File: config.mk
export PLATFORM = sky130hd
export DESIGN_NAME = fifo_level_flags
export DESIGN_NICKNAME = d
export VERILOG_FILES = /design/src/rtl/fifo_flag_pkg.sv /design/src/rtl/fifo_flag_ctrl.sv /design/src/rtl/fifo_flag_dp.sv /design/src/rtl/fifo_level_flags.sv
export SDC_FILE = /design/constraint.sdc
export NUM_CORES = 1
export LEC_CHECK = 0
export ABC_AREA = 1
export BUFFER_PORTS_ARGS = -buffer_cell sky130_fd_sc_hd__clkbuf_2
export CAP_MARGIN = 20
export CORE_MARGIN = 10
export CORE_UTILIZATION = 40
export DETAILED_ROUTE_END_ITERATION = 16
export PLACE_DENSITY = 0.61
export SLEW_MARGIN = 10
export SYNTH_ARGS = -nofsm -noshare
export SYNTH_HDL_FRONTEND = slang
export SYNTH_HIERARCHICAL = 1
export SYNTH_SLANG_ARGS = --single-unit
export TNS_END_PERCENT = 10
File: constraint.sdc
create_clock -name clk -period 2.44 [get_ports clk]
set_input_delay 0.244 -clock clk [delete_from_list [all_inputs] [get_ports clk]]
set_output_delay 0.244 -clock clk [all_outputs]
set_load 0.02 [all_outputs]
File: src/rtl/fifo_flag_pkg.sv
package fifo_flag_pkg;

  typedef struct packed {
    logic clear;
    logic fullHit;
    logic emptyHit;
    logic halfHit;
  } flagStrobe_t;

endpackage

File: src/rtl/fifo_flag_ctrl.sv
module fifo_flag_ctrl
  import fifo_flag_pkg::*;
#(
  parameter int DEPTH_LOG2 = 12,
  parameter int DFLT_SMALL = 127,
  parameter int DFLT_LARGE = 1023
) (
  input  logic                  clk,
  input  logic                  rstN,
  input  logic                  dfltSel,
  input  logic                  ofsWrite,
  input  logic [DEPTH_LOG2-1:0] fullOfsIn,
  input  logic [DEPTH_LOG2-1:0] emptyOfsIn,
  input  logic [DEPTH_LOG2:0]   wordCount,
  output flagStrobe_t           strobe
);
  localparam int OFS_W = DEPTH_LOG2;
  localparam int CNT_W = DEPTH_LOG2 + 1;
  localparam int EXT_W = CNT_W + 1;
  localparam logic [EXT_W-1:0] DEPTH_EXT = EXT_W'(1) << DEPTH_LOG2;
  localparam logic [CNT_W-1:0] HALF_CNT  = CNT_W'(1) << (DEPTH_LOG2 - 1);
  localparam logic [OFS_W-1:0] SMALL_V   = OFS_W'(DFLT_SMALL);
  localparam logic [OFS_W-1:0] LARGE_V   = OFS_W'(DFLT_LARGE);

  logic [OFS_W-1:0] fullHeld, emptyHeld;
  logic [OFS_W-1:0] fullEff, emptyEff;
  logic [EXT_W-1:0] fullLimit;
  logic [EXT_W-1:0] countExt;

  // Held offsets: defaults during reset, captured on write strobe afterwards
  always_ff @(posedge clk) begin
    if (!rstN) begin
      fullHeld  <= dfltSel ? LARGE_V : SMALL_V;
      emptyHeld <= dfltSel ? LARGE_V : SMALL_V;
    end else if (ofsWrite) begin
      fullHeld  <= fullOfsIn;
      emptyHeld <= emptyOfsIn;
    end
  end

  // A write in this cycle is used at once so the flags follow on the next edge
  always_comb begin
    fullEff   = ofsWrite ? fullOfsIn  : fullHeld;
    emptyEff  = ofsWrite ? emptyOfsIn : emptyHeld;
    countExt  = {1'b0, wordCount};
    fullLimit = DEPTH_EXT - {{(EXT_W-OFS_W){1'b0}}, fullEff};
  end

  always_comb begin
    strobe.clear    = !rstN;
    strobe.fullHit  = countExt > fullLimit;
    strobe.emptyHit = wordCount < {1'b0, emptyEff};
    strobe.halfHit  = wordCount > HALF_CNT;
  end

  // both offsets take the selected default after a reset edge
  assert_default_ofs_R5: assert property (@(posedge clk)
    !rstN |=> (fullHeld == ($past(dfltSel) ? LARGE_V : SMALL_V)) &&
              (emptyHeld == ($past(dfltSel) ? LARGE_V : SMALL_V)));

  // a write strobe outside reset captures both inputs
  assert_ofs_capture_R6: assert property (@(posedge clk) disable iff (!rstN)
    ofsWrite |=> (fullHeld == $past(fullOfsIn)) && (emptyHeld == $past(emptyOfsIn)));

  // without a write strobe the held offsets do not move
  assert_ofs_hold_R7: assert property (@(posedge clk) disable iff (!rstN)
    !ofsWrite |=> $stable(fullHeld) && $stable(emptyHeld));
endmodule

File: src/rtl/fifo_flag_dp.sv
module fifo_flag_dp
  import fifo_flag_pkg::*;
(
  input  logic        clk,
  input  flagStrobe_t strobe,
  output logic        almostFullN,
  output logic        almostEmptyN,
  output logic        halfFullN
);
  always_ff @(posedge clk) begin
    if (strobe.clear) begin
      almostFullN  <= 1'b1;
      almostEmptyN <= 1'b0;
      halfFullN    <= 1'b1;
    end else begin
      almostFullN  <= ~strobe.fullHit;
      almostEmptyN <= ~strobe.emptyHit;
      halfFullN    <= ~strobe.halfHit;
    end
  end

  // a clear strobe yields the idle flag pattern one edge later
  assert_reset_flags_R1: assert property (@(posedge clk)
    strobe.clear |=> almostFullN && !almostEmptyN && halfFullN);
endmodule

File: src/rtl/fifo_level_flags.sv
module fifo_level_flags
  import fifo_flag_pkg::*;
#(
  parameter int DEPTH_LOG2 = 12,
  parameter int DFLT_SMALL = 127,
  parameter int DFLT_LARGE = 1023
) (
  input  logic                  clk,
  input  logic                  rstN,
  input  logic                  dfltSel,
  input  logic                  ofsWrite,
  input  logic [DEPTH_LOG2-1:0] fullOfsIn,
  input  logic [DEPTH_LOG2-1:0] emptyOfsIn,
  input  logic [DEPTH_LOG2:0]   wordCount,
  output logic                  almostFullN,
  output logic                  almostEmptyN,
  output logic                  halfFullN
);
  localparam int CNT_W = DEPTH_LOG2 + 1;
  localparam int DEPTH = 1 << DEPTH_LOG2;
  localparam logic [CNT_W-1:0] HALF_CNT = CNT_W'(DEPTH / 2);

  flagStrobe_t strobe;

  fifo_flag_ctrl #(
    .DEPTH_LOG2(DEPTH_LOG2),
    .DFLT_SMALL(DFLT_SMALL),
    .DFLT_LARGE(DFLT_LARGE)
  ) ctrlI (
    .clk       (clk),
    .rstN      (rstN),
    .dfltSel   (dfltSel),
    .ofsWrite  (ofsWrite),
    .fullOfsIn (fullOfsIn),
    .emptyOfsIn(emptyOfsIn),
    .wordCount (wordCount),
    .strobe    (strobe)
  );

  fifo_flag_dp dpI (
    .clk         (clk),
    .strobe      (strobe),
    .almostFullN (almostFullN),
    .almostEmptyN(almostEmptyN),
    .halfFullN   (halfFullN)
  );

  // One edge after reset release the flags carry a computed value
  logic primed;
  always_ff @(posedge clk) begin
    if (!rstN) primed <= 1'b0;
    else       primed <= 1'b1;
  end

  // half-full follows the previous count against the midpoint
  assert_half_full_R4: assert property (@(posedge clk) disable iff (!rstN)
    primed |-> (halfFullN == !($past(wordCount) > HALF_CNT)));

  // almost-full never asserts at or below the half point when offset is small
  assert_full_vs_half_R2: assert property (@(posedge clk) disable iff (!rstN)
    (primed && !almostFullN && ($past(ctrlI.fullEff) <= DEPTH_LOG2'(DEPTH / 2)))
      |-> !halfFullN || ($past(wordCount) > CNT_W'(DEPTH - 32'($past(ctrlI.fullEff)))));

  // almost-empty implies the previous count was below the used offset
  assert_empty_cmp_R3: assert property (@(posedge clk) disable iff (!rstN)
    (primed && !almostEmptyN) |-> ($past(wordCount) < {1'b0, $past(ctrlI.emptyEff)}));

  // Count input stays within the memory size
  assert_count_range_R8: assert property (@(posedge clk) disable iff (!rstN)
    wordCount <= CNT_W'(DEPTH));
endmodule

==> results list, run 1 <==
* Outcome: completed
- sky130_fd_sc_hd__dfxtp_1 takes more of the synthesized area than any other cell.
* Sum of overflow across all layers after global routing: 0
- Core Area: 4820 um2
* WL final: 4630 um
- Clock period minus final worst setup slack: 2.14 ns
- Share of final-layout standard cells stronger than drive strength 1: 19.0%
- The first detailed-routing pass ran for 4 iterations.
- Skew final: 0.00243 ns
- Number of maximum-capacitance constraint violations: 0
- From left edge to right edge, the die measures 91.0 um.
* Yosys warns: 6
* Hold-fix buffer count after cts: 0
- Number of sinks driven by the clock tree: 27
- Synthesis inferred 27 register bits.
* First-pass GRT wire length: 8070 um
- Unrepaired setup endpoints after global routing: no
* PnR worst setup slack: 0.302 ns
* Area growth from synthesis to layout: 14.6%
* Antenna diodes: 0
- Total setup violations reported at the end of the flow: 0
* Min-Delay Path Class: primary input to flip-flop
- The number of pins exceeding their max-slew limit in the final report came to 0.
- Remaining max-slew budget at the tightest pin: 71.9%
- Maximum clock frequency: 468 MHz
- Wire length per cell after detailed routing: 11.3 um
* Count of distinct cell types in the synthesized netlist: 28
* IO Port Bufs: 43
- The floorplan step defined a die boundary enclosing 8270 um2.
* Final TNS setup: 0 ns
- Gates resized during post-CTS repair numbered 0.
* CTS tree: yes
- Data on the critical path is required at its endpoint by 2.61 ns.
- For this block, the initial DRC count from the detailed router was 48.
- Summed over all cells, the static leakage comes to 1.32 nW.
* Seq/Total Area, Yosys: 26.8%
- Number of nets with antenna violations after routing: 0
- The later pin in the worst-skew pair is clocked with a latency of 0.27 ns.
- Dividing total power by cell area gives a power density of 449 nW/um2.
* Synth Area per Inst: 6.74 um2
* Worst setup timing slack at the placement stage: 0.0119 ns
* Post-DP HPWL: 3870 um
* Largest fanout of any net on the critical path: 5
- The initial utilization of the core area, before any placement, comes to 41.8%.
* Number of vias after detailed routing: 1,835
- At the pin with the least slew margin, the transition time is 0.420 ns.
* Largest net degree at the start of global routing: 16
- Counting along the longest clock path gives a buffer depth of 2.
* Total number of H-tree levels: 1
- Number of nets in the layout: 409
* VDD IR-drop max: 0.000212 V
* Share of the cycle needed by the critical path after routing: 87.6%
- By startpoint and endpoint, the worst setup path is classified as flip-flop to flip-flop.
- Average via count per standard cell: 4.49
- Most frequent cells in the layout: sky130_fd_sc_hd__nand2_1, sky130_fd_sc_hd__clkbuf_2, sky130_fd_sc_hd__inv_1, sky130_fd_sc_hd__dfxtp_1, sky130_fd_sc_hd__nor2_1
- Critical Path Source Type: flip-flop
* Height of the die: 91.0 um
- Net count after synthesis: 365
- TritonCTS created 3 clock buffers.
* Post-synth top area share: 26.8%
- Worst Path Arrival: 2.31 ns
- During I/O placement, the number of pins put on the boundary was 44.
- Total power of the final layout: 1.04 mW
* DR DRC count: 0
- Leaving out fill and tap cells, the most frequent cell in the layout is sky130_fd_sc_hd__nand2_1.
- Routability cong.: 0.848
- Once the clock tree was built, the setup fixing pass inserted 0 buffers.
* CTS root buf: sky130_fd_sc_hd__clkbuf_8
- By area the synthesized netlist is led by sky130_fd_sc_hd__dfxtp_1, sky130_fd_sc_hd__nand2_1, sky130_fd_sc_hd__ha_1, sky130_fd_sc_hd__inv_1, sky130_fd_sc_hd__mux2i_1.
- Clk pin slew, worst setup/hold paths: 0.09 ns
* Final hold violation count: 0
* Synthesized instance count: 299
- Setup crit end kind: flip-flop
* Initial antenna violation count: 0
- Measured on the finished design, the core utilization comes to 47.9%.
* Core Rows: 25
* Vias in the first global route: 1,847
- Across every metal layer, demand over resource in global routing totals 11.3%.
- Post-synthesis instance area: 2010 um2
[critical path, cell delays in order (launching register included)]
cell and delay (ns):
sky130_fd_sc_hd__dfxtp_1 0.31, sky130_fd_sc_hd__inv_1 0.04, sky130_fd_sc_hd__nand2_1 0.06, sky130_fd_sc_hd__nand2_2 0.11, sky130_fd_sc_hd__ha_1 0.23, sky130_fd_sc_hd__nand2_4 0.08
sky130_fd_sc_hd__nor2_2 0.19, sky130_fd_sc_hd__nand2_1 0.07, sky130_fd_sc_hd__nand2_1 0.06, sky130_fd_sc_hd__nand2_1 0.05, sky130_fd_sc_hd__ha_1 0.26, sky130_fd_sc_hd__nand2_1 0.04
sky130_fd_sc_hd__nor2_1 0.11, sky130_fd_sc_hd__nand2_1 0.10, sky130_fd_sc_hd__nor2_1 0.10, sky130_fd_sc_hd__nor2_1 0.05, sky130_fd_sc_hd__a21oi_1 0.14, sky130_fd_sc_hd__nand2_1 0.06
[layer usage]
| metal | track usage, % | vias up | share of wire (%) |
|---|---|---|---|
| li1 | - | 1020 | - |
| met1 | 13.7 | 773 | 49 |
| met2 | 18.9 | 36 | 43 |
| met3 | 3.62 | 6 | 7.0 |
| met4 | 2.87 | 0 | 1.3 |
| met5 | 0 | - | 0 |
[final cells by class]
type	instances	area [um2]
multi-input cells	223	1250
repair buffers	45	230
fillers	544	2510
flip-flops and latches	27	541
inverters	43	161
clock buffers	4	45.0
well taps	67	83.8
[final timing paths]
kind	startpoint	endpoint	slack (ns)	cells past startpoint
max	ctrlI/fullHeld[0]	dpI/almostFullN	0.30	17
min	emptyOfsIn[2]	ctrlI/emptyHeld[2]	0.21	3
max reg2reg	ctrlI/fullHeld[0]	dpI/almostFullN	0.30	17
min reg2reg	ctrlI/emptyHeld[2]	ctrlI/emptyHeld[2]	0.47	2
[sequential cells by signal, indices dropped and copies added (netlist names)]
name,cells
ctrlI/emptyHeld,12
ctrlI/fullHeld,12
dpI/almostEmptyN,1
dpI/almostFullN,1
dpI/halfFullN,1
[cells by family (layout without fill, tap and decap cells)]
kind of cell | Yosys count | count (layout) | synth area share (%)
and+or+nand+nor | 159 | 159 | 33.1
buffers and inverters | 49 | 92 | 11.2
DFF | 27 | 27 | 26.8
AOI/OAI and AO/OA | 26 | 26 | 6.96
adders and majority gates | 25 | 25 | 15.5
muxes | 11 | 11 | 5.47
xor gates and xnor gates | 2 | 2 | 0.870
[report_power, final]
group          internal, mW  leakage (nW)  switching (mW)
Sequential            0.471         0.225         0.00811
Clock                 0.117        0.0228           0.141
Combinational         0.120          1.07           0.178
Total                 0.709          1.32           0.327
[per-stage QoR]
stage                     hold WS, ns  area [um2]  instances
after floorplan                 0.313        2010        299
after global placement          0.454        2260        405
after detailed placement        0.456        2260        405
after CTS                       0.202        2310        409
after global routing            0.210        2310        409
final                           0.207        2310        409
[Yosys cell counts (all sizes together)]
cell	number
nand2	112
inv	43
nor2	29
dfxtp	27
ha	25
o21ai	15
nand3	12
mux2i	11
a21oi	8
buf	4
clkbuf	2
nor3	2
or2	2
xor2	2
a31oi	1
nand4	1
nor4	1
o21a	1
o21bai	1
(Power assumes the default switching activity.)
==> inputs of run 2 (changes only) <==
--- a/config.mk
+++ b/config.mk
@@ -9,9 +9,9 @@
 export BUFFER_PORTS_ARGS = -buffer_cell sky130_fd_sc_hd__clkbuf_2
 export CAP_MARGIN = 20
 export CORE_MARGIN = 10
-export CORE_UTILIZATION = 40
+export CORE_UTILIZATION = 45
 export DETAILED_ROUTE_END_ITERATION = 16
-export PLACE_DENSITY = 0.61
+export PLACE_DENSITY = 0.67
 export SLEW_MARGIN = 10
 export SYNTH_ARGS = -nofsm -noshare
 export SYNTH_HDL_FRONTEND = slang
==> results list, run 2 (synthesis results as in run 1) <==
- Cells fill 53.0% of the core in the end.
* Most common cell after layout, fill and taps aside: sky130_fd_sc_hd__nand2_1
* Share of the cycle needed by the critical path after routing: 87.8%
- Global-route usage over all layers: 13.1%
* Source-to-sink clock delay at the later pin of the worst-skew pair: 0.27 ns
* Die area: 7550 um2
* Number of nets with antenna violations after routing: 0
- Sum of overflow across all layers after global routing: 0
* Setup slack on the worst flop-to-flop path: 0.30 ns
* Total power of the final layout: 1.04 mW
* Largest net degree at the start of global routing: 16
* Placed cell count: 392
- The final layout contains 411 nets.
- Timing would allow up to 467 MHz.
* Height of the die: 86.9 um
* Wire length per cell after detailed routing: 11.7 um
- CTS tree: yes
- Routability-driven placement finished with a final weighted congestion of 0.890.
- Input and output buffers added on the ports amount to 43.
* Min-Delay Path Class: primary input to flip-flop
- Setup crit end kind: flip-flop
* Unrepaired setup endpoints after global routing: no
* Remaining max-slew budget at the tightest pin: 75.4%
- The largest registers in the layout are ctrlI/emptyHeld x12, ctrlI/fullHeld x12.
- Worst hold slack after final layout: 0.209 ns
- In this run the number of H-tree levels came out at 1.
- Outcome: completed
* Number of maximum-capacitance constraint violations: 0
* Effective utilization at floorplan: 46.3%
- Logic depth of the worst register-to-register path: 17
- The tree is rooted in a sky130_fd_sc_hd__clkbuf_8.
* Post-DP HPWL: 3910 um
* Critical setup path kind: flip-flop to flip-flop
- Largest fanout of any net on the critical path: 5
- Skew final: 0.00208 ns
- Origin of the worst setup path: ctrlI/fullHeld[1]
- Most frequent cells in the layout: sky130_fd_sc_hd__nand2_1, sky130_fd_sc_hd__clkbuf_2, sky130_fd_sc_hd__inv_1, sky130_fd_sc_hd__dfxtp_1, sky130_fd_sc_hd__nor2_1
- For the pin with the worst max-slew slack, the measured transition is 0.369 ns.
- Power spread over the standard cell area amounts to 450 nW/um2.
- The worst register-to-register path begins at ctrlI/fullHeld[1].
- Share of final-layout standard cells stronger than drive strength 1: 19.8%
* Number of vias after detailed routing: 1,875
* DR DRC count: 0
- The floorplan has 24 rows.
- Total count of max-transition violations in the final report: 0
- The number of global-route vias before repair was 1,975.
- The endpoint identified for the worst register-to-register timing path is dpI/almostFullN.
- Clk pin slew, worst setup/hold paths: 0.09 ns
- The number of antenna diodes in the final layout is 0.
- I/O pins: 44
- Drt first-iter violations: 64
- Final TNS setup: 0 ns
- The worst setup path is launched from a flip-flop.
- Data required time of the critical path: 2.61 ns
* Number of standard cells in the final layout excluding fillers: 396
- Average via count per standard cell: 4.73
* End point of the critical path: dpI/almostFullN
* Area growth from synthesis to layout: 14.5%
- Leakage power of the design: 1.33 nW
- The first detailed-routing pass took 4 iterations.
* Total setup violations reported at the end of the flow: 0
* Max Buffers Root-to-Sink: 2
- The core region is 4350 um2.
- Worst Path Arrival: 2.31 ns
- The number of hold-slack violations in the final timing report came to 0.
- The worst-case IR drop observed on VDD is 0.000263 V.
- WL final: 4630 um
- Number of buffers created by CTS: 3
- The smallest clock period supported by the final layout is computed as 2.14 ns.
- The initial antenna violation count was 0.
- The first global-routing pass estimated 8320 um of wire.
- Measured along the x axis, the die boundary spans 86.9 um.
- CTS saw 27 sinks.
run 2: cell types whose count changed in the layout (fill, tap and decap cells not counted):
cell,previous run,this run
sky130_fd_sc_hd__ha_1,25,24
sky130_fd_sc_hd__buf_4,2,4
sky130_fd_sc_hd__ha_2,0,1
run 2: worst max-delay path, cell delays in order (launching register included):
cell and delay, ns:
sky130_fd_sc_hd__dfxtp_1 0.31, sky130_fd_sc_hd__inv_1 0.04, sky130_fd_sc_hd__nand2_1 0.06, sky130_fd_sc_hd__nand2_2 0.10
sky130_fd_sc_hd__ha_2 0.21, sky130_fd_sc_hd__nand2_4 0.07, sky130_fd_sc_hd__nor2_2 0.19, sky130_fd_sc_hd__nand2_1 0.07
sky130_fd_sc_hd__nand2_1 0.06, sky130_fd_sc_hd__nand2_1 0.05, sky130_fd_sc_hd__ha_1 0.27, sky130_fd_sc_hd__nand2_1 0.04
sky130_fd_sc_hd__nor2_1 0.11, sky130_fd_sc_hd__nand2_1 0.10, sky130_fd_sc_hd__nor2_1 0.10, sky130_fd_sc_hd__nor2_1 0.05
sky130_fd_sc_hd__a21oi_1 0.13, sky130_fd_sc_hd__nand2_1 0.06
run 2: worst min-delay path by stage:
stage / end / from / slack (ns) / cells after the start
2_1_floorplan: ctrlI/emptyHeld[0] / rstN / 0.31 / 1
3_3_place_gp: ctrlI/emptyHeld[4] / ctrlI/emptyHeld[4] / 0.45 / 2
3_5_place_dp: ctrlI/emptyHeld[4] / ctrlI/emptyHeld[4] / 0.46 / 2
4_1_cts: ctrlI/emptyHeld[3] / emptyOfsIn[3] / 0.20 / 3
5_1_grt: ctrlI/emptyHeld[3] / emptyOfsIn[3] / 0.23 / 3
6_report: ctrlI/emptyHeld[3] / emptyOfsIn[3] / 0.21 / 3
run 2: power by group:
part	switching [mW]	leakage (nW)	total, mW	internal, mW
clock network	0.136	0.0228	0.253	0.117
logic	0.181	1.08	0.305	0.124
registers	0.00798	0.225	0.479	0.471
total	0.325	1.33	1.04	0.713
run 2: through the flow:
stage,area (um2),worst slack (ns)
final,2310,0.299
after CTS,2300,0.282
after global routing,2310,0.0179
after floorplan,2010,0.379
after global placement,2260,0.179
after detailed placement,2260,0.131
run 2: area by class of cell:
cell class              instances  area (um2)
well taps                      52        65.1
flip-flops and latches         27         541
repair buffers                 47         245
fillers                       439        2050
inverters                      43         161
multi-input cells             223        1250
clock buffers                   4        45.0
run 2: timing repair:
| item | in CTS | in global routing |
|---|---|---|
| gates resized for setup | 0 | 1 |
| hold buffers | 0 | 0 |
| endpoints found under the setup margin | 0 | 1 |
| buffers inserted | 0 | 0 |
run 2: per-layer routing:
metal	up-vias	track usage, %	routed length [um]
li1	1022	-	-
met1	805	16.7	2260
met2	44	21.1	2000
met3	4	3.75	312
met4	0	3.53	49
met5	-	0	0
==> inputs of run 3 (changes only) <==
--- a/config.mk
+++ b/config.mk
@@ -10,6 +10,7 @@
 export CAP_MARGIN = 20
 export CORE_MARGIN = 10
 export CORE_UTILIZATION = 45
+export CTS_BUF_LIST = sky130_fd_sc_hd__clkbuf_8
 export DETAILED_ROUTE_END_ITERATION = 16
 export PLACE_DENSITY = 0.67
 export SLEW_MARGIN = 10
==> results list, run 3 (synthesis results as in run 1) <==
- Critical Path Source Type: flip-flop
- Power comes to 1.03 mW.
- At the end of routability-driven placement, the weighted congestion stood at 0.890.
- IO Port Bufs: 43
- Entering global routing, the biggest net connects 16 pins.
* I/O pins: 44
- For this run, design rule violations remaining after detail routing come to 0.
- Transition at the pin with the smallest max-transition slack: 0.369 ns
- Final cell area excluding filler cells: 2310 um2
- The largest registers in the layout are ctrlI/emptyHeld x12, ctrlI/fullHeld x12.
* Remaining max-slew budget at the tightest pin: 75.4%
- Number of nets in the layout: 411
- Summed over all nets, the half-perimeter wirelength after detailed placement is 3910 um.
- Number of sinks driven by the clock tree: 27
- Summed over all failing endpoints, the final setup total negative slack is 0 ns.
- Setup Buffers After CTS: 0
- The number of global-route vias before repair is 1,975.
* WL final: 4620 um
* Most frequent cells in the layout: sky130_fd_sc_hd__nand2_1, sky130_fd_sc_hd__inv_1, sky130_fd_sc_hd__clkbuf_2, sky130_fd_sc_hd__dfxtp_1, sky130_fd_sc_hd__nor2_1
- The tightest min-delay check is of the primary input to flip-flop type.
- CTS tree: yes
* Placed inst area: 2260 um2
- Detailed routing inserted a total of 1,876 vias.
- After global routing the overflow that remains totals 0.
- 0 antenna diodes ended up in the layout.
- Based on the critical path, the design can be clocked at up to 467 MHz.
- Power density normalized to cell area: 448 nW/um2
- Global-route usage over all layers: 13.1%
- For this run, the slowest stage of the critical path takes 0.31 ns.
- Largest fanout of any net on the critical path: 5
- FILL cells: 439
* Core Area: 4350 um2
* Share of final-layout standard cells stronger than drive strength 1: 19.8%
* Slowest cell on crit path: sky130_fd_sc_hd__dfxtp_1
- Clock skew on the completed layout was measured at 0.00238 ns.
* First-pass GRT wire length: 8320 um
- The worst-case IR drop observed on VDD is 0.000263 V.
- The detail route stage leaves a number of antenna-violating nets equal to 0.
- Most common cell after layout, fill and taps aside: sky130_fd_sc_hd__nand2_1
- The number of clock buffers added by TritonCTS is 3.
- Hold repair after CTS inserted 0 buffers.
* Total setup violations reported at the end of the flow: 0
* Die area: 7550 um2
* Worst setup timing slack at the placement stage: 0.131 ns
- Final hold violation count: 0
- Cell repeated most along the worst path: sky130_fd_sc_hd__nand2_1
- Max Buffers Root-to-Sink: 2
- Across all setup checks in the final design, the least slack found is 0.298 ns.
* Leakage power of the design: 1.33 nW
* Setup crit end kind: flip-flop
- The number of pins exceeding their max-slew limit in the final report was 0.
- The worst path in the final design needs a cycle of 2.14 ns, including I/O delays and setup.
* Utilization of the core after routing: 53.0%
* CTS root buf: sky130_fd_sc_hd__clkbuf_8
- Max-cap violations in this run came to 0.
- At the worst endpoint, the arrival time is 2.31 ns.
* Total number of H-tree levels: 1
- Compared with the post-synthesis result, the final layout area differs by 14.5%.
- Effective utilization at floorplan: 46.3%
- Dividing the detail-routed wire length by the instance count gives 11.7 um.
- Setup repair after global routing left no endpoint under its margin.
- Initial antenna violation count: 0
* Share of the cycle needed by the critical path after routing: 87.8%
* Critical setup path kind: flip-flop to flip-flop
* Horiz. Die Dim: 86.9 um
- The first routing iteration left 64 violations.
* Source-to-sink clock delay at the later pin of the worst-skew pair: 0.27 ns
- Data required time of the critical path: 2.61 ns
- The signal on the critical path passes through inv_1, nand2_1, nand2_2, ha_2, nand2_4, nor2_2, nand2_1, nand2_1, nand2_1, ha_1, nand2_1, nor2_1, nand2_1, nor2_1, nor2_1, a21oi_1, nand2_1.
- Number of detailed-routing iterations run before antenna repair: 4
- Height of the die: 86.9 um
- After clock tree synthesis, the clock-pin slew on the worst setup and hold paths is 0.09 ns.
- Counting both buffers and inverters, the worst setup path holds a total of 1.
- The flow ran to the end, and the final reports show no timing, DRC or antenna violations.
- Broken down by cell family, the worst path's largest delay share belongs to simple AND/OR/NAND/NOR gates.
* Average via count per standard cell: 4.74
- Core Rows: 24
## run 3: worst paths after layout
kind,from,end,slack [ns],depth (start not counted)
hold / removal,emptyOfsIn[3],ctrlI/emptyHeld[3],0.21,3
setup / recovery,ctrlI/fullHeld[1],dpI/almostFullN,0.30,17
hold reg to reg,ctrlI/emptyHeld[4],ctrlI/emptyHeld[4],0.47,2
setup reg to reg,ctrlI/fullHeld[1],dpI/almostFullN,0.30,17
## run 3: through the flow
step	instances	hold slack (ns)
floorplan	299	0.313
global placement	392	0.453
detailed placement	392	0.458
CTS	396	0.203
global route	396	0.225
finish	396	0.208
## run 3: layout make-up
cell class,count,area [um2],area share [%]
tap,52,65.1,2.82
clock inverter,1,3.75,0.163
sequential,27,541,23.4
multi-input combinational,223,1250,54.2
inverter,43,161,7.00
clock buffer,3,41.3,1.79
timing repair buffer,47,245,10.6
## run 3: power by group
group	leakage, nW	switching (mW)	internal [mW]
clock	0.0269	0.136	0.113
combinational	1.08	0.181	0.124
sequential	0.225	0.00796	0.471
## run 3: repair_timing
| item | 4_1_cts | 5_1_grt |
|---|---|---|
| endpoints found under the setup margin | 0 | 1 |
| hold endpoints to repair | 0 | 0 |
| resized for setup | 0 | 1 |
## run 3: worst min-delay path, cell delays in order
cell	delay, ns
sky130_fd_sc_hd__clkbuf_2	0.07
sky130_fd_sc_hd__mux2i_1	0.08
sky130_fd_sc_hd__nand2_1	0.06
## run 3: metal layers
layer	wire, um	vias up	share of wire (%)	global-route usage (%)
met3	313	4	6.8	3.75
met4	48	0	1.0	3.53
met2	2000	44	43	21.1
met5	0	-	0	0
met1	2260	806	49	16.7
li1	-	1022	-	-
